`src/rtl/cce_pkg.sv`:
```
// Shared types and the CRC step used by the control cell processor.
// Assumes 32-bit cell words.
package cce_pkg;

    localparam logic [31:0] CRC_POLY = 32'h04C11DB7;

    typedef enum logic [1:0] {
        ST_IDLE,
        ST_RECV,
        ST_MEM,
        ST_SEND
    } eng_state_t;

    // Advance a CRC-32 register over one word, most significant bit first.
    function automatic logic [31:0] crc32_step(input logic [31:0] crc_in,
                                               input logic [31:0] word);
        logic [31:0] c;
        logic        fb;
        c = crc_in;
        for (int b = 31; b >= 0; b--) begin
            fb = c[31] ^ word[b];
            c  = {c[30:0], 1'b0};
            if (fb) c = c ^ CRC_POLY;
        end
        return c;
    endfunction

endpackage

```
`src/rtl/cce_cell_rx.sv`:
```
// Cell capture buffer. A start pulse stores the current word as word 0.
// The following CELL_WORDS-1 words are stored on consecutive cycles.
// done pulses for one cycle once the whole cell is held.
// Assumes start is only given while idle (the top gates it).
module cce_cell_rx #(
    parameter int WORD_W     = 32,
    parameter int CELL_WORDS = 14
) (
    input  logic              clk,
    input  logic              rst_n,
    input  logic              start,
    input  logic [WORD_W-1:0] in_data,
    output logic [WORD_W-1:0] cell_q [CELL_WORDS],
    output logic              done
);
    localparam int IDX_W = $clog2(CELL_WORDS);
    localparam logic [IDX_W-1:0] LAST_IDX = IDX_W'(CELL_WORDS - 1);

    logic [IDX_W-1:0] idx_q;
    logic             busy_q;

    // Word counter and completion pulse.
    always_ff @(posedge clk) begin
        if (!rst_n) begin
            idx_q  <= '0;
            busy_q <= 1'b0;
            done   <= 1'b0;
        end else begin
            done <= 1'b0;
            if (start && !busy_q) begin
                idx_q  <= IDX_W'(1);
                busy_q <= 1'b1;
            end else if (busy_q) begin
                if (idx_q == LAST_IDX) begin
                    busy_q <= 1'b0;
                    done   <= 1'b1;
                end else begin
                    idx_q <= idx_q + IDX_W'(1);
                end
            end
        end
    end

    // Word storage (data path, no reset needed).
    always_ff @(posedge clk) begin
        if (start && !busy_q)
            cell_q[0] <= in_data;
        else if (busy_q)
            cell_q[idx_q] <= in_data;
    end

endmodule

```
`src/rtl/cce_mem_port.sv`:
```
// Single-word SRAM access through request/grant.
// cmd_go latches the command and raises the request.
// The request holds until a grant is seen and drops in the next cycle.
// A write finishes at the grant. A read finishes when mem_rvalid arrives
// in any cycle after the grant. All memory outputs come from flops.
module cce_mem_port #(
    parameter int WORD_W = 32,
    parameter int ADDR_W = 18
) (
    input  logic              clk,
    input  logic              rst_n,
    input  logic              cmd_go,
    input  logic              cmd_we,
    input  logic [ADDR_W-1:0] cmd_addr,
    input  logic [WORD_W-1:0] cmd_wdata,
    output logic              done,
    output logic [WORD_W-1:0] rdata_q,
    output logic              mem_req,
    input  logic              mem_gnt,
    output logic              mem_we,
    output logic [ADDR_W-1:0] mem_addr,
    output logic [WORD_W-1:0] mem_wdata,
    input  logic [WORD_W-1:0] mem_rdata,
    input  logic              mem_rvalid
);
    logic wait_rd_q;

    // Request / grant / read-return sequencing.
    always_ff @(posedge clk) begin
        if (!rst_n) begin
            mem_req   <= 1'b0;
            mem_we    <= 1'b0;
            mem_addr  <= '0;
            mem_wdata <= '0;
            wait_rd_q <= 1'b0;
            done      <= 1'b0;
            rdata_q   <= '0;
        end else begin
            done <= 1'b0;
            if (cmd_go) begin
                mem_req   <= 1'b1;
                mem_we    <= cmd_we;
                mem_addr  <= cmd_addr;
                mem_wdata <= cmd_wdata;
            end else if (mem_req && mem_gnt) begin
                mem_req <= 1'b0;
                if (mem_we) done      <= 1'b1;
                else        wait_rd_q <= 1'b1;
            end else if (wait_rd_q && mem_rvalid) begin
                wait_rd_q <= 1'b0;
                rdata_q   <= mem_rdata;
                done      <= 1'b1;
            end
        end
    end

    // Request persists until granted.
    assert_req_hold_R10: assert property (@(posedge clk) disable iff (!rst_n)
        (mem_req && !mem_gnt) |=> mem_req);

    // Request is withdrawn right after the grant.
    assert_req_drop_R10: assert property (@(posedge clk) disable iff (!rst_n)
        (mem_req && mem_gnt) |=> !mem_req);

endmodule

```
`src/rtl/cce_cell_tx.sv`:
```
// Cell emitter. A start pulse sends the buffered cell as CELL_WORDS
// consecutive registered words. When patch_en is set, words 1 and 3 are
// replaced and the last word becomes the inverted CRC-32 of words 1 to
// CELL_WORDS-2 as emitted. Assumes patch inputs are stable while sending.
module cce_cell_tx
    import cce_pkg::*;
#(
    parameter int WORD_W     = 32,
    parameter int CELL_WORDS = 14
) (
    input  logic              clk,
    input  logic              rst_n,
    input  logic              start,
    input  logic              patch_en,
    input  logic [WORD_W-1:0] word1_new,
    input  logic [WORD_W-1:0] word3_new,
    input  logic [WORD_W-1:0] cell_in [CELL_WORDS],
    output logic              out_soc,
    output logic              out_valid,
    output logic [WORD_W-1:0] out_data,
    output logic              done
);
    localparam int IDX_W = $clog2(CELL_WORDS);
    localparam logic [IDX_W-1:0] LAST_IDX = IDX_W'(CELL_WORDS - 1);

    logic [IDX_W-1:0]  idx_q;
    logic              busy_q;
    logic [31:0]       crc_q;
    logic [WORD_W-1:0] word_sel;

    // Pick the word for the current slot, patched when required.
    always_comb begin
        word_sel = cell_in[idx_q];
        if (patch_en) begin
            if (idx_q == IDX_W'(1))      word_sel = word1_new;
            else if (idx_q == IDX_W'(3)) word_sel = word3_new;
            else if (idx_q == LAST_IDX)  word_sel = ~crc_q;
        end
    end

    // Slot counter, running CRC and output flops.
    always_ff @(posedge clk) begin
        if (!rst_n) begin
            idx_q     <= '0;
            busy_q    <= 1'b0;
            crc_q     <= '1;
            out_soc   <= 1'b0;
            out_valid <= 1'b0;
            out_data  <= '0;
            done      <= 1'b0;
        end else begin
            done <= 1'b0;
            if (busy_q) begin
                out_valid <= 1'b1;
                out_soc   <= (idx_q == '0);
                out_data  <= word_sel;
                if (idx_q != '0 && idx_q != LAST_IDX)
                    crc_q <= crc32_step(crc_q, word_sel);
                if (idx_q == LAST_IDX) begin
                    busy_q <= 1'b0;
                    done   <= 1'b1;
                end else begin
                    idx_q <= idx_q + IDX_W'(1);
                end
            end else begin
                out_valid <= 1'b0;
                out_soc   <= 1'b0;
                if (start) begin
                    busy_q <= 1'b1;
                    idx_q  <= '0;
                    crc_q  <= '1;
                end
            end
        end
    end

    // A start-of-cell marker always rides on a valid word.
    assert_soc_valid_R12: assert property (@(posedge clk) disable iff (!rst_n)
        out_soc |-> out_valid);

    // The word after a start-of-cell marker is valid and unmarked.
    assert_soc_follow_R12: assert property (@(posedge clk) disable iff (!rst_n)
        out_soc |=> (out_valid && !out_soc));

endmodule

```
`src/rtl/ctrl_cell_engine.sv`:
```
// Control cell processor top. It captures each accepted cell and
// classifies it by header, module ID and opcode. For a command it runs a
// single SRAM access and emits a patched response; any other cell goes out
// unchanged. Intake is closed (in_avail low) from the cycle after an
// accepted start-of-cell until the outgoing cell has been sent.
// Assumes the source only starts a cell while in_avail is high.
module ctrl_cell_engine
    import cce_pkg::*;
#(
    parameter int             WORD_W     = 32,
    parameter int             CELL_WORDS = 14,
    parameter int             ADDR_W     = 18,
    parameter logic [7:0]     CTRL_VPI   = 8'h00,
    parameter logic [15:0]    CTRL_VCI   = 16'h0023,
    parameter logic [7:0]     OP_WR      = 8'h02,
    parameter logic [7:0]     OP_RD      = 8'h04,
    parameter logic [7:0]     ID_RST     = 8'h00
) (
    input  logic              clk,
    input  logic              rst_n,
    input  logic              in_soc,
    input  logic [WORD_W-1:0] in_data,
    output logic              in_avail,
    output logic              out_soc,
    output logic              out_valid,
    output logic [WORD_W-1:0] out_data,
    input  logic              id_wr_en,
    input  logic [7:0]        id_wr_data,
    output logic              mem_req,
    input  logic              mem_gnt,
    output logic              mem_we,
    output logic [ADDR_W-1:0] mem_addr,
    output logic [WORD_W-1:0] mem_wdata,
    input  logic [WORD_W-1:0] mem_rdata,
    input  logic              mem_rvalid
);
    eng_state_t        state_q;
    logic [7:0]        mod_id_q;
    logic              rx_start, rx_done;
    logic [WORD_W-1:0] cell_q [CELL_WORDS];
    logic              mem_go_q, mem_go_we_q, mem_done;
    logic [WORD_W-1:0] mem_rd_q;
    logic              tx_go_q, tx_done, patch_q;
    logic [WORD_W-1:0] w1_q, w3_q;
    logic              rd_cmd_q;

    logic [7:0]  hdr_vpi, cmd_id, cmd_op;
    logic [15:0] hdr_vci;
    logic        is_cmd;

    assign in_avail = (state_q == ST_IDLE);
    assign rx_start = in_soc && (state_q == ST_IDLE);

    // Field extraction and command match.
    always_comb begin
        hdr_vpi = cell_q[0][27:20];
        hdr_vci = cell_q[0][19:4];
        cmd_id  = cell_q[1][31:24];
        cmd_op  = cell_q[1][23:16];
        is_cmd  = (hdr_vpi == CTRL_VPI) && (hdr_vci == CTRL_VCI) &&
                  (cmd_id == mod_id_q) && !cmd_op[0];
    end

    // Module ID register.
    always_ff @(posedge clk) begin
        if (!rst_n)        mod_id_q <= ID_RST;
        else if (id_wr_en) mod_id_q <= id_wr_data;
    end

    // Main sequencer: receive, optional memory access, emit.
    always_ff @(posedge clk) begin
        if (!rst_n) begin
            state_q     <= ST_IDLE;
            mem_go_q    <= 1'b0;
            mem_go_we_q <= 1'b0;
            tx_go_q     <= 1'b0;
            patch_q     <= 1'b0;
            rd_cmd_q    <= 1'b0;
            w1_q        <= '0;
            w3_q        <= '0;
        end else begin
            mem_go_q <= 1'b0;
            tx_go_q  <= 1'b0;
            unique case (state_q)
                ST_IDLE: if (rx_start) state_q <= ST_RECV;
                ST_RECV: if (rx_done) begin
                    w3_q <= cell_q[3];
                    if (!is_cmd) begin
                        patch_q <= 1'b0;
                        tx_go_q <= 1'b1;
                        state_q <= ST_SEND;
                    end else begin
                        patch_q <= 1'b1;
                        if (cmd_op == OP_WR || cmd_op == OP_RD) begin
                            w1_q <= {cmd_id, cmd_op + 8'd1, cell_q[1][15:1], 1'b0};
                            mem_go_q    <= 1'b1;
                            mem_go_we_q <= (cmd_op == OP_WR);
                            rd_cmd_q    <= (cmd_op == OP_RD);
                            state_q     <= ST_MEM;
                        end else begin
                            w1_q <= {cmd_id, cmd_op + 8'd1, cell_q[1][15:1], 1'b1};
                            tx_go_q <= 1'b1;
                            state_q <= ST_SEND;
                        end
                    end
                end
                ST_MEM: if (mem_done) begin
                    if (rd_cmd_q) w3_q <= mem_rd_q;
                    tx_go_q <= 1'b1;
                    state_q <= ST_SEND;
                end
                ST_SEND: if (tx_done) state_q <= ST_IDLE;
                default: state_q <= ST_IDLE;
            endcase
        end
    end

    cce_cell_rx #(.WORD_W(WORD_W), .CELL_WORDS(CELL_WORDS)) rx_i (
        .clk     (clk),
        .rst_n   (rst_n),
        .start   (rx_start),
        .in_data (in_data),
        .cell_q  (cell_q),
        .done    (rx_done)
    );

    cce_mem_port #(.WORD_W(WORD_W), .ADDR_W(ADDR_W)) mem_i (
        .clk        (clk),
        .rst_n      (rst_n),
        .cmd_go     (mem_go_q),
        .cmd_we     (mem_go_we_q),
        .cmd_addr   (cell_q[2][ADDR_W-1:0]),
        .cmd_wdata  (cell_q[3]),
        .done       (mem_done),
        .rdata_q    (mem_rd_q),
        .mem_req    (mem_req),
        .mem_gnt    (mem_gnt),
        .mem_we     (mem_we),
        .mem_addr   (mem_addr),
        .mem_wdata  (mem_wdata),
        .mem_rdata  (mem_rdata),
        .mem_rvalid (mem_rvalid)
    );

    cce_cell_tx #(.WORD_W(WORD_W), .CELL_WORDS(CELL_WORDS)) tx_i (
        .clk       (clk),
        .rst_n     (rst_n),
        .start     (tx_go_q),
        .patch_en  (patch_q),
        .word1_new (w1_q),
        .word3_new (w3_q),
        .cell_in   (cell_q),
        .out_soc   (out_soc),
        .out_valid (out_valid),
        .out_data  (out_data),
        .done      (tx_done)
    );

    // Intake is closed while a memory request is outstanding.
    assert_hold_off_R11: assert property (@(posedge clk) disable iff (!rst_n)
        mem_req |-> !in_avail);

    // Nothing is emitted while intake is open.
    assert_quiet_idle_R11: assert property (@(posedge clk) disable iff (!rst_n)
        (in_avail && $past(in_avail)) |-> !out_valid);

endmodule

```
`config.mk`:
```
export PLATFORM = sky130hd
export DESIGN_NAME = ctrl_cell_engine
export DESIGN_NICKNAME = d
export VERILOG_FILES = /design/src/rtl/cce_pkg.sv /design/src/rtl/cce_cell_rx.sv /design/src/rtl/cce_mem_port.sv /design/src/rtl/cce_cell_tx.sv /design/src/rtl/ctrl_cell_engine.sv
export SDC_FILE = /design/constraint.sdc
export NUM_CORES = 1
export LEC_CHECK = 0
export BUFFER_PORTS_ARGS = -buffer_cell sky130_fd_sc_hd__clkbuf_2
export CAP_MARGIN = 20
export CORE_MARGIN = 2
export CORE_UTILIZATION = 50
export CTS_CLUSTER_SIZE = 25
export DETAILED_ROUTE_END_ITERATION = 8
export GPL_ROUTABILITY_DRIVEN = 0
export PLACE_DENSITY_LB_ADDON = 0.05
export SYNTH_ARGS = -nofsm -noshare
export SYNTH_HDL_FRONTEND = slang
export SYNTH_SLANG_ARGS = --single-unit
```
`constraint.sdc`:
```
create_clock -name clk -period 6.3 [get_ports clk]
set_clock_uncertainty 0.15 [all_clocks]
set_input_delay 1.26 -clock clk [delete_from_list [all_inputs] [get_ports clk]]
set_output_delay 1.26 -clock clk [all_outputs]
set_load 0.05 [all_outputs]
```
; Word-level counts from Yosys, hierarchy flattened
; Cells that the tools add are included.
[totals]
register_bits = 691
input_bits = 78
output_inout_bits = 87
word_cells = 361
[classes]
n_addsub = 3
magnitude_cmp = 3
eq_ne = 21
muxes = 182
bitwise_logic = 73
n_reduce_logical = 38
[op_table]
columns = op, count
row1 = 32-bit 2-to-1 mux, 107
row2 = 27-bit 2-to-1 mux, 32
row3 = 448-bit bitwise mux, 1
row4 = 448-bit 2-to-1 mux, 1
row5 = 14-bit NOT, 32
row6 = 32-bit binary-select mux with 4-bit select, 1
row7 = 32-bit demux with 4-bit select, 1
row8 = 32-bit case mux with 2 select lines, 1
row9 = 32-bit NOT, 1
row10 = 1-bit bitwise XOR, 32
row11 = 1-bit 2-to-1 mux, 29
row12 = 16-bit by 6-bit == test with 1-bit output (second input constant), 1
row13 = 4-bit AND reduction, 4
row14 = 2-bit AND reduction, 7
row15 = 4-bit 2-to-1 mux, 3
row16 = 5-bit >= comparator (second input constant), 2
row17 = 2-bit != test (second input constant), 5
row18 = 4-bit NOT with 5-bit output, 2
row19 = 2-bit nonzero test, 5
row20 = 1-bit logical AND, 9
row21 = 3-bit AND reduction, 3
row22 = 4-bit by 1-bit adder with 4-bit output (second input constant), 2
row23 = 8-bit by 1-bit adder with 8-bit output (second input constant), 1
row24 = 4-bit == test (second input constant), 2
row25 = 22 further kinds, 36

; Logic depth before layout (Yosys ltp)
[depth]
depth_word = 167
ltp_mapped = 26
mapped_depth_nobuf = 15

; Modules after synthesis
; Synthesis repeated with hierarchy kept, for this count alone.
[unflattened]
hier_cells = 2388
hier_area_um2 = 32316.0
[modules_own_cells]
columns = mod, n_inst, cells_per_inst, area_each_um2, seq_area_each_um2
row1 = cce_cell_rx, 1, 540, 14171.1, 13573.0
row2 = cce_cell_tx, 1, 1130, 11100.6, 1441.4
row3 = ctrl_cell_engine, 1, 399, 3677.3, 1581.5
row4 = cce_mem_port, 1, 319, 3367.0, 1721.7

; Worst setup path before layout
; Ideal clock, no wire load.
[synth_path]
kind = reg2reg
from = register tx_i.idx_q[1]
to = register tx_i.crc_q[26]
setup_time_ns = 0.117
arrival_time_ns = 5.812
required_ns = 6.033
slack_ns = 0.221
stages_incl_launch_ff = 24
n_path_buf = 8
period_less_slack_ns = 6.079
cell_sequence = dfxtp_1 > buf_6 > buf_6 > buf_6 > buf_6 > buf_2 > clkbuf_1 > inv_1 > ha_1 > buf_2 > clkbuf_1 > nor4b_1 > a211oi_1 > nor2_1 > a21boi_0 > o2bb2ai_4 > xor2_2 > xnor3_1 > xnor2_2 > xnor3_1 > xor2_2 > xnor3_1 > xor2_1 > o22a_1
[synth_between]
elab_chain_len = 144
word_cells_on_any_way = 192
[synth_lines]
columns = element, line_no
row1 = from (decl), cce_cell_tx.sv:26  ; logic [IDX_W-1:0] idx_q;
row2 = from (signal assigned), cce_cell_tx.sv:63  ; idx_q <= idx_q + IDX_W'(1);
row3 = 4-bit NOT with 5-bit output (not written as such), cce_cell_tx.sv:33  ; word_sel = cell_in[idx_q];
row4 = 32-bit binary-select mux with 4-bit select, cce_cell_tx.sv:33
row5 = 32-bit 2-to-1 mux (not written as such) (2 in a row), cce_cell_tx.sv:33
row6 = 32-bit 2-to-1 mux, cce_cell_tx.sv:37  ; else if (idx_q == LAST_IDX) word_sel = ~crc_q;
row7 = 32-bit 2-to-1 mux, cce_cell_tx.sv:36  ; else if (idx_q == IDX_W'(3)) word_sel = word3_new;
row8 = 32-bit 2-to-1 mux, cce_cell_tx.sv:35  ; if (idx_q == IDX_W'(1)) word_sel = word1_new;
row9 = 32-bit 2-to-1 mux, cce_cell_tx.sv:34  ; if (patch_en) begin
row10 = 1-bit bitwise XOR, cce_pkg.sv:21  ; fb = c[31] ^ word[b];
row11 = (+127 left out), --
row12 = 27-bit 2-to-1 mux / 32-bit 2-to-1 mux (equally long branches), "cce_pkg.sv:23, cce_cell_tx.sv:43"
row13 = 32-bit 2-to-1 mux, cce_cell_tx.sv:57  ; if (idx_q != '0 && idx_q != LAST_IDX)
row14 = 32-bit 2-to-1 mux, cce_cell_tx.sv:53  ; if (busy_q) begin
row15 = 32-bit 2-to-1 mux, cce_cell_tx.sv:43  ; if (!rst_n) begin
row16 = 14-bit NOT (no source line) / 1-bit bitwise XOR (equally long branches), --
row17 = 27-bit 2-to-1 mux, cce_pkg.sv:23  ; if (fb) c = c ^ CRC_POLY;
row18 = 32-bit 2-to-1 mux, cce_cell_tx.sv:57
row19 = 32-bit 2-to-1 mux, cce_cell_tx.sv:53
row20 = to (signal assigned), cce_cell_tx.sv:58  ; crc_q <= crc32_step(crc_q, word_sel);
row21 = to (decl), cce_cell_tx.sv:28  ; logic [31:0] crc_q;
; Several ways; a longest one is shown, not always the timed one. The select of a mux whose other input is x is not followed.
; A chain may end at the register's enable or synchronous reset.

; Worst setup path in the final report
[layout_path]
from = register tx_i.idx_q[2]
to = register tx_i.crc_q[26]
; The elaborated chain is that of the path after synthesis.

==> impl_metrics.toml <==
[run_status]
status = "finished, final reports clean"

[sta]
max-slew-margin-rel_pct = 36.0
rsz0062_at_grt = "no"
setup_violations = 0
worstMarginPinSlew_ns = 0.961
fmax_mhz = 169
layout_min_cycle_time_ns = 5.93
setup_ws_ns = 0.366
period_share_pct = 94.2
fin_setup_tns_ns = 0
maxSlewViolCount = 0
hold_viol = 0

[clock_network]
clockBufferDepth = 3
ctsRootBufferMaster = "clkbuf_16"
clock-sinks = 691
cts-resized-gates = 0
cts_tree = "done"
post_cts_buffers = 0
hold_buffers = 0
cts_made_buffers = 76
clk_pin_slew_ns = 0.06
clk_latency_ns = 0.63
htreeDepth = 3

[layout]
nets = 2723
fill_cells = 5285
regArea_um2 = 18300
drive_above_1_share_pct = 21.1
synthToLayoutAreaGrowth_pct = 14.3
multiInputGateArea_um2 = 13200

[floorplanning]
die_w_um = 258
fp.dieH_um = 258
ios = 165
die-area_um2 = 66800
start_util_pct = 50.4
coreArea_um2 = 64200
rows = 93

[routing]
via_per_inst = 6.06
dr.first_iter.drc_count = 2228
ant_nets = 0
route.detailed.drc = 0
drt_wl_total_mm = 101
firstDrtPassIters = 5
routedWlPerCell_um = 28.4
vias = 21500

[grt]
track_usage_pct = 30.0
grt_first_pass_wirelength_mm = 146
grt_start_max_net_pins = 80
grt_pass1_vias = 20900
antenna_found_initial = 4
overflow = 0

[setup_path]
critPathLaunchType = "flop"
end_kind = "flop"
crit_arrival_ns = 6.28
critical_path_class = "reg2reg"
path_max_fanout = 24
cp_data_required_time_ns = 6.65

[logic_synthesis]
seq_area_frac_synth_pct = 56.6
netlist_area_um2 = 32400
ys.flop_type = "edfxtp_1"
yosysUniqueCellTypes = 97
synth_warnings = 0
synth_edf_count = 448
ys_ff_latch = 691
synthCells = 2419
ys_async_sr_fraction_pct = 0
synth_area_per_cell_um2 = 13.4
synthesis.nets = 2511

[placed_design]
port_buffers = 164
post-place-ws_ns = 0.457
dp_hpwl_mm = 68.9

[flow_run]
cap_violations = 0

[worst_hold_path]
hold_class = "reg2reg"
## final timing paths
kind                                  start                              to  slack, ns  cells past startpoint
max              tx_i.idx_q[2]$_SDFFE_PN0P_     tx_i.crc_q[26]$_SDFFE_PN1P_       0.37                     15
min          mem_i.rdata_q[16]$_SDFFE_PN0P_  mem_i.rdata_q[16]$_SDFFE_PN0P_       0.31                      2
min reg2reg  mem_i.rdata_q[16]$_SDFFE_PN0P_  mem_i.rdata_q[16]$_SDFFE_PN0P_       0.31                      2
max reg2reg      tx_i.idx_q[2]$_SDFFE_PN0P_     tx_i.crc_q[26]$_SDFFE_PN1P_       0.37                     15
## cell usage in the layout (no fill, tap or decap), types with 22 or more instances in the layout
cell       count
o22ai_1       42
o22a_1        23
nand2_1      259
xnor2_1      119
nand3_1       22
nor2b_1      125
o21ai_0       47
buf_4        123
mux2i_1      192
inv_1         25
xnor3_1       37
edfxtp_1     448
a21oi_1       90
mux4_2        71
xor2_1        57
o211a_1       47
clkbuf_16     82
nor2_1        64
dfxtp_1      237
a21boi_0      68
clkbuf_1      24
clkbuf_2     163
## synth_stat cells (13+ instances only)
library cell,n,area [µm²]
buf_2,24,120
nor2b_1,125,782
xnor3_1,37,833
inv_1,25,93.8
nand3_1,22,110
mux2i_1,192,1920
o211a_1,47,470
o22a_1,23,201
o21ai_0,47,235
buf_6,21,236
xnor2_1,119,1040
mux4_2,71,1600
nor2_1,75,282
o22ai_1,42,263
edfxtp_1,448,13500
xnor2_2,13,211
dfxtp_1,243,4860
ha_1,14,175
clkbuf_1,79,297
a21oi_1,91,455
xor2_1,57,499
a21boi_0,68,510
nand2_1,259,972
## worst max-delay path, cell delays in order (launching register included)
cell and delay, ns:
dfxtp_2 0.78, buf_4 0.40, nand3_2 0.37, buf_4 0.34, o21ai_0 0.08, nand2_1 0.07
a31oi_1 0.62, xnor2_1 0.32, xnor2_1 0.39, xnor2_1 0.17, xnor2_1 0.26, xnor3_1 0.55
xnor2_1 0.29, xnor3_1 0.59, xor2_1 0.21, o22a_1 0.19
## flip-flops by register name, summed over array words and instances (netlist names), 2 cells and up
register	cells
mem_i.mem_addr	18
mem_i.mem_wdata	32
mem_i.rdata_q	32
mod_id_q	8
rx_i.cell_q	448
rx_i.idx_q	4
state_q	2
tx_i.crc_q	32
tx_i.idx_q	4
tx_i.out_data	32
w1_q	32
w3_q	32
## cells by family (layout without fill, tap and decap cells)
kind of cell / count (synthesis) / count (layout) / synth area share [%]
simple gates: 560 / 560 / 8.32
flops: 691 / 691 / 56.6
fa+ha+maj: 14 / 14 / 0.541
other cells: 0 / 1 / 0
mux: 272 / 272 / 11.2
compound gates: 439 / 439 / 9.95
xor+xnor: 259 / 259 / 10.3
buf+inv: 184 / 456 / 3.08
## per-layer routing
layer | routed length (µm) | track usage (%) | vias up
met1 | 45100 | 44.8 | 11000
li1 | - | - | 9374
met3 | 8150 | 5.05 | 143
met2 | 44600 | 45.0 | 979
met5 | 13 | 0 | -
met4 | 2760 | 9.52 | 2
## stage by stage
step	cells	util, %	hold WS [ns]	area [µm²]
5_1_grt	3547	57.6	0.340	37000
6_report	3547	57.6	0.313	37000
4_1_cts	3545	57.5	0.317	37000
3_5_place_dp	3407	53.7	0.309	34500
2_1_floorplan	2419	-	0.286	32400
3_3_place_gp	3407	53.7	0.300	34500
## layout make-up
| cell class | count | area share (%) |
|---|---|---|
| sequential | 691 | 49.6 |
| multi-input combinational | 1544 | 35.6 |
| clock buffer | 115 | 6.13 |
| timing repair buffer | 291 | 4.97 |
| tap | 855 | 2.89 |
| clock inverter | 23 | 0.572 |
| inverter | 27 | 0.274 |
| antenna | 1 | 0.00676 |
Power is not shown: default switching activity piles up to over one toggle a cycle in this logic, so the estimate is an artifact.
